### src/rtl/uart_loader_pkg.sv
package uart_loader_pkg;
  // strobes from control to datapath, one per clock at most
  typedef struct packed {
    logic shiftByte;  // append accepted byte to the word register
    logic writeWord;  // issue the completed word on the write port
  } ldrStrobes_t;
endpackage

### src/rtl/ldr_uart_rx.sv
module ldr_uart_rx #(
  parameter int CLKS_PER_BIT = 87,
  parameter int DATA_BITS    = 8,
  parameter int SYNC_STAGES  = 2
) (
  input  logic                 clk,
  input  logic                 rst,
  input  logic                 rxSerial,
  output logic                 byteValid,
  output logic [DATA_BITS-1:0] byteData,
  output logic                 frameErr
);
  localparam int CNT_W = $clog2(CLKS_PER_BIT);
  localparam int BIT_W = $clog2(DATA_BITS);
  localparam int HALF  = CLKS_PER_BIT / 2;

  typedef enum logic [1:0] {RX_IDLE, RX_START, RX_DATA, RX_STOP} rxState_t;

  // synchroniser chain plus one extra stage for edge detection
  logic [SYNC_STAGES:0] syncQ;
  logic lineNow, linePrev;

  always_ff @(posedge clk) begin
    if (rst) syncQ <= '1;
    else     syncQ <= {syncQ[SYNC_STAGES-1:0], rxSerial};
  end

  assign lineNow  = syncQ[SYNC_STAGES-1];
  assign linePrev = syncQ[SYNC_STAGES];

  rxState_t             stateQ;
  logic [CNT_W-1:0]     cntQ;
  logic [BIT_W-1:0]     bitIdxQ;
  logic [DATA_BITS-1:0] shiftQ;
  logic                 bitEnd, halfEnd;

  assign bitEnd  = (cntQ == CNT_W'(CLKS_PER_BIT - 1));
  assign halfEnd = (cntQ == CNT_W'(HALF - 1));

  always_ff @(posedge clk) begin
    if (rst) begin
      stateQ    <= RX_IDLE;
      cntQ      <= '0;
      bitIdxQ   <= '0;
      shiftQ    <= '0;
      byteValid <= 1'b0;
      byteData  <= '0;
      frameErr  <= 1'b0;
    end else begin
      byteValid <= 1'b0;
      frameErr  <= 1'b0;
      case (stateQ)
        RX_IDLE: begin
          cntQ <= '0;
          if (linePrev && !lineNow) stateQ <= RX_START;
        end
        RX_START: begin
          if (halfEnd) begin
            cntQ    <= '0;
            bitIdxQ <= '0;
            // still low at mid-bit: genuine start, else a glitch
            stateQ  <= lineNow ? RX_IDLE : RX_DATA;
          end else begin
            cntQ <= cntQ + 1'b1;
          end
        end
        RX_DATA: begin
          if (bitEnd) begin
            cntQ    <= '0;
            shiftQ  <= {lineNow, shiftQ[DATA_BITS-1:1]};
            bitIdxQ <= bitIdxQ + 1'b1;
            if (bitIdxQ == BIT_W'(DATA_BITS - 1)) stateQ <= RX_STOP;
          end else begin
            cntQ <= cntQ + 1'b1;
          end
        end
        RX_STOP: begin
          if (bitEnd) begin
            cntQ   <= '0;
            stateQ <= RX_IDLE;
            if (lineNow) begin
              byteValid <= 1'b1;
              byteData  <= shiftQ;
            end else begin
              frameErr <= 1'b1;
            end
          end else begin
            cntQ <= cntQ + 1'b1;
          end
        end
        default: stateQ <= RX_IDLE;
      endcase
    end
  end
endmodule

### src/rtl/ldr_control.sv
module ldr_control
  import uart_loader_pkg::*;
#(
  parameter int BYTES_PER_WORD = 4
) (
  input  logic        clk,
  input  logic        rst,
  input  logic        byteValid,
  input  logic        frameErr,
  input  logic        wordIsTerm,
  input  logic        lastSlot,
  output ldrStrobes_t strobes,
  output logic        doneQ,
  output logic        errQ
);
  localparam int BC_W = (BYTES_PER_WORD > 1) ? $clog2(BYTES_PER_WORD) : 1;

  logic [BC_W-1:0] byteCntQ;
  logic accept, lastByte;

  assign accept   = byteValid && !doneQ;
  assign lastByte = (byteCntQ == BC_W'(BYTES_PER_WORD - 1));

  always_comb begin
    strobes           = '0;
    strobes.shiftByte = accept;
    strobes.writeWord = accept && lastByte && !wordIsTerm;
  end

  always_ff @(posedge clk) begin
    if (rst) begin
      byteCntQ <= '0;
      doneQ    <= 1'b0;
      errQ     <= 1'b0;
    end else begin
      if (accept) byteCntQ <= lastByte ? '0 : byteCntQ + 1'b1;
      if (accept && lastByte && wordIsTerm) doneQ <= 1'b1;
      if (strobes.writeWord && lastSlot)    doneQ <= 1'b1;
      if (frameErr && !doneQ)               errQ  <= 1'b1;
    end
  end
endmodule

### src/rtl/ldr_datapath.sv
module ldr_datapath
  import uart_loader_pkg::*;
#(
  parameter int          WORD_W    = 32,
  parameter int          BYTE_W    = 8,
  parameter int          ADDR_W    = 8,
  parameter int          MAX_WORDS = 255,
  parameter logic [31:0] TERM_WORD = 32'h00000FFF
) (
  input  logic              clk,
  input  logic              rst,
  input  ldrStrobes_t       strobes,
  input  logic [BYTE_W-1:0] byteData,
  output logic              wordIsTerm,
  output logic              lastSlot,
  output logic              wrEn,
  output logic [ADDR_W-1:0] wrAddr,
  output logic [WORD_W-1:0] wrData
);
  logic [WORD_W-1:0] wordQ;
  logic [WORD_W-1:0] nextWord;

  // earlier bytes move up; the newest byte takes the low end
  assign nextWord   = {wordQ[WORD_W-BYTE_W-1:0], byteData};
  assign wordIsTerm = (nextWord == WORD_W'(TERM_WORD));
  assign lastSlot   = (wrAddr == ADDR_W'(MAX_WORDS - 1));

  always_ff @(posedge clk) begin
    if (rst) begin
      wordQ  <= '0;
      wrEn   <= 1'b0;
      wrAddr <= '0;
      wrData <= '0;
    end else begin
      wrEn <= strobes.writeWord;
      if (strobes.shiftByte) wordQ  <= nextWord;
      if (strobes.writeWord) wrData <= nextWord;
      if (wrEn)              wrAddr <= wrAddr + 1'b1;
    end
  end
endmodule

### src/rtl/uart_word_loader.sv
module uart_word_loader
  import uart_loader_pkg::*;
#(
  parameter int          CLKS_PER_BIT = 87,
  parameter int          MAX_WORDS    = 255,
  parameter logic [31:0] TERM_WORD    = 32'h00000FFF,
  localparam int         ADDR_W       = $clog2(MAX_WORDS + 1)
) (
  input  logic              clk,
  input  logic              rst,
  input  logic              rxSerial,
  output logic              readyO,
  output logic              wrEnO,
  output logic [ADDR_W-1:0] wrAddrO,
  output logic [31:0]       wrDataO,
  output logic              doneO,
  output logic              frameErrO
);
  localparam int WORD_W = 32;
  localparam int BYTE_W = 8;
  localparam int BYTES_PER_WORD = WORD_W / BYTE_W;

  logic              byteValid, frameErr, wordIsTerm, lastSlot;
  logic [BYTE_W-1:0] byteData;
  ldrStrobes_t       strobes;

  ldr_uart_rx #(.CLKS_PER_BIT(CLKS_PER_BIT), .DATA_BITS(BYTE_W), .SYNC_STAGES(2)) i_rx (
    .clk(clk), .rst(rst), .rxSerial(rxSerial),
    .byteValid(byteValid), .byteData(byteData), .frameErr(frameErr));

  ldr_control #(.BYTES_PER_WORD(BYTES_PER_WORD)) i_ctrl (
    .clk(clk), .rst(rst), .byteValid(byteValid), .frameErr(frameErr),
    .wordIsTerm(wordIsTerm), .lastSlot(lastSlot), .strobes(strobes),
    .doneQ(doneO), .errQ(frameErrO));

  ldr_datapath #(.WORD_W(WORD_W), .BYTE_W(BYTE_W), .ADDR_W(ADDR_W),
                 .MAX_WORDS(MAX_WORDS), .TERM_WORD(TERM_WORD)) i_dp (
    .clk(clk), .rst(rst), .strobes(strobes), .byteData(byteData),
    .wordIsTerm(wordIsTerm), .lastSlot(lastSlot),
    .wrEn(wrEnO), .wrAddr(wrAddrO), .wrData(wrDataO));

  assign readyO = !doneO;
endmodule

### config.mk
export PLATFORM = sky130hd
export DESIGN_NAME = uart_word_loader
export DESIGN_NICKNAME = d
export VERILOG_FILES = /design/src/rtl/uart_loader_pkg.sv /design/src/rtl/ldr_uart_rx.sv /design/src/rtl/ldr_control.sv /design/src/rtl/ldr_datapath.sv /design/src/rtl/uart_word_loader.sv
export SDC_FILE = /design/constraint.sdc
export NUM_CORES = 1
export LEC_CHECK = 0
export ABC_AREA = 1
export CAP_MARGIN = 20
export CORE_ASPECT_RATIO = 0.7
export CORE_MARGIN = 4
export CORE_UTILIZATION = 50
export CTS_BUF_LIST = sky130_fd_sc_hd__clkbuf_4 sky130_fd_sc_hd__clkbuf_8
export DETAILED_ROUTE_END_ITERATION = 10
export GPL_ROUTABILITY_DRIVEN = 1
export PLACE_DENSITY = 0.73
export RECOVER_POWER = 50
export SLEW_MARGIN = 20
export SYNTH_ARGS = -nofsm -noshare
export SYNTH_HDL_FRONTEND = slang
export SYNTH_HIERARCHICAL = 1
export SYNTH_SLANG_ARGS = --single-unit
### constraint.sdc
create_clock -name clk -period 2.1 [get_ports clk]
set_clock_uncertainty 0.15 [all_clocks]
set_input_delay 0.42 -clock clk [delete_from_list [all_inputs] [get_ports clk]]
set_output_delay 0.42 -clock clk [all_outputs]
set_load 0.01 [all_outputs]
Yosys cells after proc, flatten, opt, wreduce, memory -nomap -nowiden

Cells that the tools add are included.
W data, S select, Z words.

Flip-flop bits (word level): 102
Bits in latches: 0
Bits in writable memories: 0
ROM bits: 0
Output and inout bits: 44
Logic and storage cells: 72
Memories kept: 0

$add $sub $neg: 4
Multipliers: 0
Div/mod/pow operators: 0
Magnitude comparators: 0
Eq/ne operators: 14
Shift operators: 0
Multiplexer cells: 18
Bitwise operators: 2
Reduce and logical (&&, ||, !) cells: 19

Operators by type and width:

| operator               | number |
|---|---|
| $eq A32 B12 Y1 const B | 1 |
| $pmux W7 S3            | 1 |
| $mux W2                | 7 |
| $mux W7                | 2 |
| $ne A2 B1 Y1 const B   | 5 |
| $add A8 B1 Y8 const B  | 1 |
| $eq A8 B8 Y1 const B   | 1 |
| $pmux W2 S4            | 1 |
| $add A7 B1 Y7 const B  | 1 |
| $eq A7 B6 Y1 const B   | 1 |
| $eq A7 B7 Y1 const B   | 1 |
| $logic_and A1 B1 Y1    | 7 |
| $eq A2 B2 Y1 const B   | 3 |
| $mux W3                | 2 |
| $pmux W3 S2            | 1 |
| $reduce_and A3 Y1      | 2 |
| $reduce_and A5 Y1      | 1 |
| $mux W1                | 4 |
| $reduce_bool A2 Y1     | 2 |
| $add A3 B1 Y3 const B  | 1 |
| $eq A3 B3 Y1 const B   | 1 |
| $logic_not A1 Y1       | 3 |
| $reduce_or A3 Y1       | 1 |
| $add A2 B1 Y2 const B  | 1 |
| other kinds (5)        | 6 |

Logic depth before layout (Yosys ltp)

Depth in word-level cells: 6
Depth in mapped cells: 10
Gate-level depth less buffers: 10

By module

Netlist, hierarchy kept.

By module, submodules not included:

| module           | instances | cells each | area each (um^2) | sequential area each (um^2) |
|---|---|---|---|---|
| ldr_datapath     | 1         | 322        | 2,411.1          | 1,301.2 |
| ldr_uart_rx      | 1         | 168        | 1,320.0          | 660.6 |
| ldr_control      | 1         | 26         | 193.9            | 80.1 |
| uart_word_loader | 1         | 1          | 3.8              | 0.0 |

Worst setup path after synthesis

Ideal clock, no wire load.

Path type: flip-flop to flip-flop
Start: reg i_rx.cntQ[0]
End: reg i_rx.shiftQ[7]
Arrival time: 1.247 ns
Required time: 1.826 ns
Slack: 0.579 ns
Stages on the path, launching flop included: 11
Buffers on the path: 0
Period minus slack after synthesis: 1.521 ns
Path through: dfxtp_1 > inv_1 > ha_1 > nand2_1 > inv_1 > nand3_2 > inv_2 > nand2_4 > clkinv_2 > o21ai_0 > a21oi_1

Word-level cells in the longest chain between the ends: 2

Ends and longest elaborated chain:

| item                               | line              | source |
|---|---|---|
| start, declared                    | ldr_uart_rx.sv:32 | `logic [CNT_W-1:0] cntQ;` |
| start signal, assigned             | ldr_uart_rx.sv:64 | `cntQ <= cntQ + 1'b1;` |
| start signal, assigned             | ldr_uart_rx.sv:74 | `cntQ <= cntQ + 1'b1;` |
| start signal, assigned             | ldr_uart_rx.sv:88 | `cntQ <= cntQ + 1'b1;` |
| $eq A7 B7 Y1                       | ldr_uart_rx.sv:37 | `assign bitEnd = (cntQ == CNT_W'(CLKS_PER_BIT - 1));` |
| $reduce_and A2 Y1 (no source line) | -                 |  |
| end signal, assigned               | ldr_uart_rx.sv:70 | `shiftQ <= {lineNow, shiftQ[DATA_BITS-1:1]};` |
| end, declared                      | ldr_uart_rx.sv:34 | `logic [DATA_BITS-1:0] shiftQ;` |

No other way between the ends.
A chain may end at the register's enable or synchronous reset.

Final worst setup path

Start: reg i_dp.wrEn
End: out wrEnO

RTL lines:

| item                   | line                   | source |
|---|---|---|
| start, declared        | ldr_datapath.sv:16     | `output logic wrEn,` |
| start signal, assigned | ldr_datapath.sv:35     | `wrEn <= strobes.writeWord;` |
| end, declared          | uart_word_loader.sv:13 | `output logic wrEnO,` |

No word-level cell between the ends.

==> summary.md <==
| Metric | Value |
|---|---|
| Status | `completed` |
| Final setup fails | `0` |
| Starting Density | `52.51%` |
| N_diodes | `0` |
| Worst-Margin Slew | `0.9937 ns` |
| Wire length per cell | `12.91 um` |
| Sink Count | `102` |
| Vias per cell | `5.038` |
| Die area | `approximately 9400 um2` |
| Final Cycle Share | `93.05%` |
| CTS root buf | `clkbuf_8` |
| Hold Path Class | `register to register` |
| Overall routed net length | `8545 um` |
| Min Tclk post-route | `between 1.5 and 2 ns` |
| Max Slew Vio Count | `0` |
| Crit path cell chain | `clkdlybuf4s50_1` |
| Clk_lat worst skew | `0.36 ns` |
| Post-CTS repair timing setup buffer count | `0` |
| Commonest non-fill, non-tap cell in the layout | `nor2_1` |
| Max-slew headroom | `33.75%` |
| Hold Path Depth | `1` |
| Crit-path slowest cell | `clkdlybuf4s50_1` |
| Final ANT Viol Nets | `0` |
| Post-Syn Nets | `527` |
| Die Wd | `114.0 um` |
| Clock-pin slew on the worst setup and hold paths | `0.09 ns` |
| Initial DRT Pass Iterations | `4` |
| Number of gates resized after CTS | `0` |
| Pleak | `2.087 nW` |
| Final hold viol count | `0` |
| Largest net degree at the start of global routing | `65` |
| Post-Syn Area | `3929 um2` |
| First-pass GRT wire length | `between 10000 and 15000 um` |
| Most frequent cells in the layout | `nor2_1, dfxtp_1, nand2_1` |
| GRT Overall Usage | `19.12%` |
| Vias in the first global route | `approximately 3100` |
| Yosys warns | `6` |
| Worst R2R Setup Slack | `0.26 ns` |
| Worst flop-to-flop path startpoint | `i_rx/cntQ[0]` |
| Critical path required time | `1.53 ns` |
| Post-DP HPWL | `5909 um` |
| Setup TNS | `0 ns` |
| Seq/Total Area, Yosys | `51.97%` |
| Netlist cell types | `27` |
| CP Capture Point | `wrEnO` |
| Residual DRC | `0` |
| Area growth from synthesis to layout | `18.73%` |
| Row Count | `26` |
| Total gr overflow | `0` |
| Stages on the worst setup path | `1` |
| Maximum vdd drop | `0.4279 mV` |
| Die Ht | `82.17 um` |
| FF-to-FF End | `i_rx/byteData[5]` |
| Clock Path Buffers | `2` |
| Reported max-cap violation count | `0` |
| Critical path buffers and inverters | `1` |
| Core ar. | `between 7000 and 8000 um2` |
| PD cells | `711.6 nW/um2` |
| Total CTS buffers | `9` |
| Gpl congestion | `approximately 0.81` |
| Critical path class | `register to primary output` |
| CP delay by family, top | `buffers and inverters` |
| H-tree levels | `3` |
| Number of port buffers | `46` |
| Vias | `3335` |
| Arr. time, crit path | `around 1.4 ns` |
| R2r worst-path depth | `9` |
| Worst-path fanout max | `7` |
| Top Ports | `47` |
| Post-Route Utilization | `62.34%` |
| Critical Path Start Type | `register` |
| Initial antenna violation count | `0` |
| DR iter-0 viols | `222` |
| Nets | `roughly 570` |
| Crit-path max cell delay | `0.58 ns` |
| CTS tree | `yes` |
| Setup crit start | `i_dp/wrEn` |
| Synth Register Bits | `102` |
| Fmax | `slightly above 0.5 GHz` |
| RSZ-0062 raised after global routing | `false` |
| Worst setup EP type | `primary output` |
| Mapped Avg Cell Area | `7.599 um2` |
| Layout cells sized above 1 | `6.915%` |
| Synth Instances | `517` |
| # hold bufs at CTS | `0` |
-- worst min-delay path by stage --
stage	end	slack [ns]	startpoint
after floorplan	i_rx/syncQ[1]	0.24	i_rx/syncQ[0]
final	i_rx/syncQ[1]	0.28	i_rx/syncQ[0]
after CTS	i_rx/syncQ[1]	0.28	i_rx/syncQ[0]
after detailed placement	i_rx/syncQ[1]	0.26	i_rx/syncQ[0]
after global placement	i_rx/syncQ[1]	0.25	i_rx/syncQ[0]
after global routing	i_rx/syncQ[1]	0.30	i_rx/syncQ[0]
-- logic make-up (layout without fill, tap and decap cells) --
| logic type | count (synthesis) | in the layout | synth area share, % |
|---|---|---|---|
| fa+ha+maj | 7 | 7 | 2.229 |
| xor+xnor | 4 | 4 | 0.8919 |
| buf+inv | 51 | 98 | 5.287 |
| compound gates | 96 | 96 | 12.29 |
| simple gates | 257 | 257 | 27.33 |
| flops | 102 | 102 | 51.97 |
-- report_power, final --
group	leakage [nW]	switching (mW)	internal, mW
logic	1.18	0.110	0.0489
clock network	0.0876	0.629	0.550
registers	0.822	0.0294	1.95
-- metal layers --
metal / global-route usage, % / vias to the layer above / share of wire, %
met5: 0 / - / 0
met4: 5.338 / 0 / 0.80
met3: 4.516 / 7 / 5.1
met2: 28.56 / 71 / 41
met1: 27.73 / 1522 / 53
li1: - / 1735 / -
-- synth_stat cells --
cell type  number  area, um2
nand2_4         1      11.26
xnor2_1         2      17.52
nand2_2         3      18.77
clkinv_2        1      5.000
nand4_1         3      18.77
clkbuf_1       10      37.54
o21bai_1        1      7.510
clkbuf_2        2      10.01
nor3_4          1      16.27
buf_2           7      35.03
inv_2           5      18.77
nand2_1        70      262.8
nor3b_1         1      7.510
nand3_2         3      30.03
or2_2           2      12.51
xor2_1          2      17.52
nor3_1          5      25.02
dfxtp_1       102       2042
ha_1            7      87.58
a21oi_1        30      150.1
buf_4           1      7.510
nand3_1        12      60.06
nor2_1        152      570.6
nor2_2          1      6.260
o21ai_0        65      325.3
inv_1          25      93.84
nor2_4          3      33.78
-- state kept, by name, indices dropped and copies added (netlist names), named ones only --
register / count
i_rx/syncQ: 3
i_rx/shiftQ: 8
i_ctrl/byteCntQ: 2
i_ctrl/errQ: 1
i_ctrl/doneQ: 1
i_rx/bitIdxQ: 3
i_rx/stateQ: 1
i_dp/wrAddr: 8
i_dp/wrEn: 1
i_rx/cntQ: 7
i_dp/wrData: 32
i_rx/frameErr: 1
i_dp/wordQ: 24
i_rx/byteData: 8
i_rx/byteValid: 1
-- cell type report --
class	instances	area, um2
tap	98	122.6
timing repair buffer	53	521.8
inverter	31	117.6
sequential	102	2042
clock inverter	4	50.05
multi-input combinational	364	1679
fill	685	2818
clock buffer	10	131.4
-- per-stage QoR --
stage	area [um2]	setup WS [ns]	std cells	hold WS, ns	total power [mW]
global route	4664	0.04883	662	0.3025	3.448
global placement	4499	0.3923	648	0.2468	2.184
CTS	4681	0.1247	662	0.2809	3.345
floorplan	3929	0.5788	517	0.2395	2.148
detailed placement	4499	0.3224	648	0.2601	2.190
finish	4664	0.1460	662	0.2767	3.319
Power figures use the tool's default switching activity.
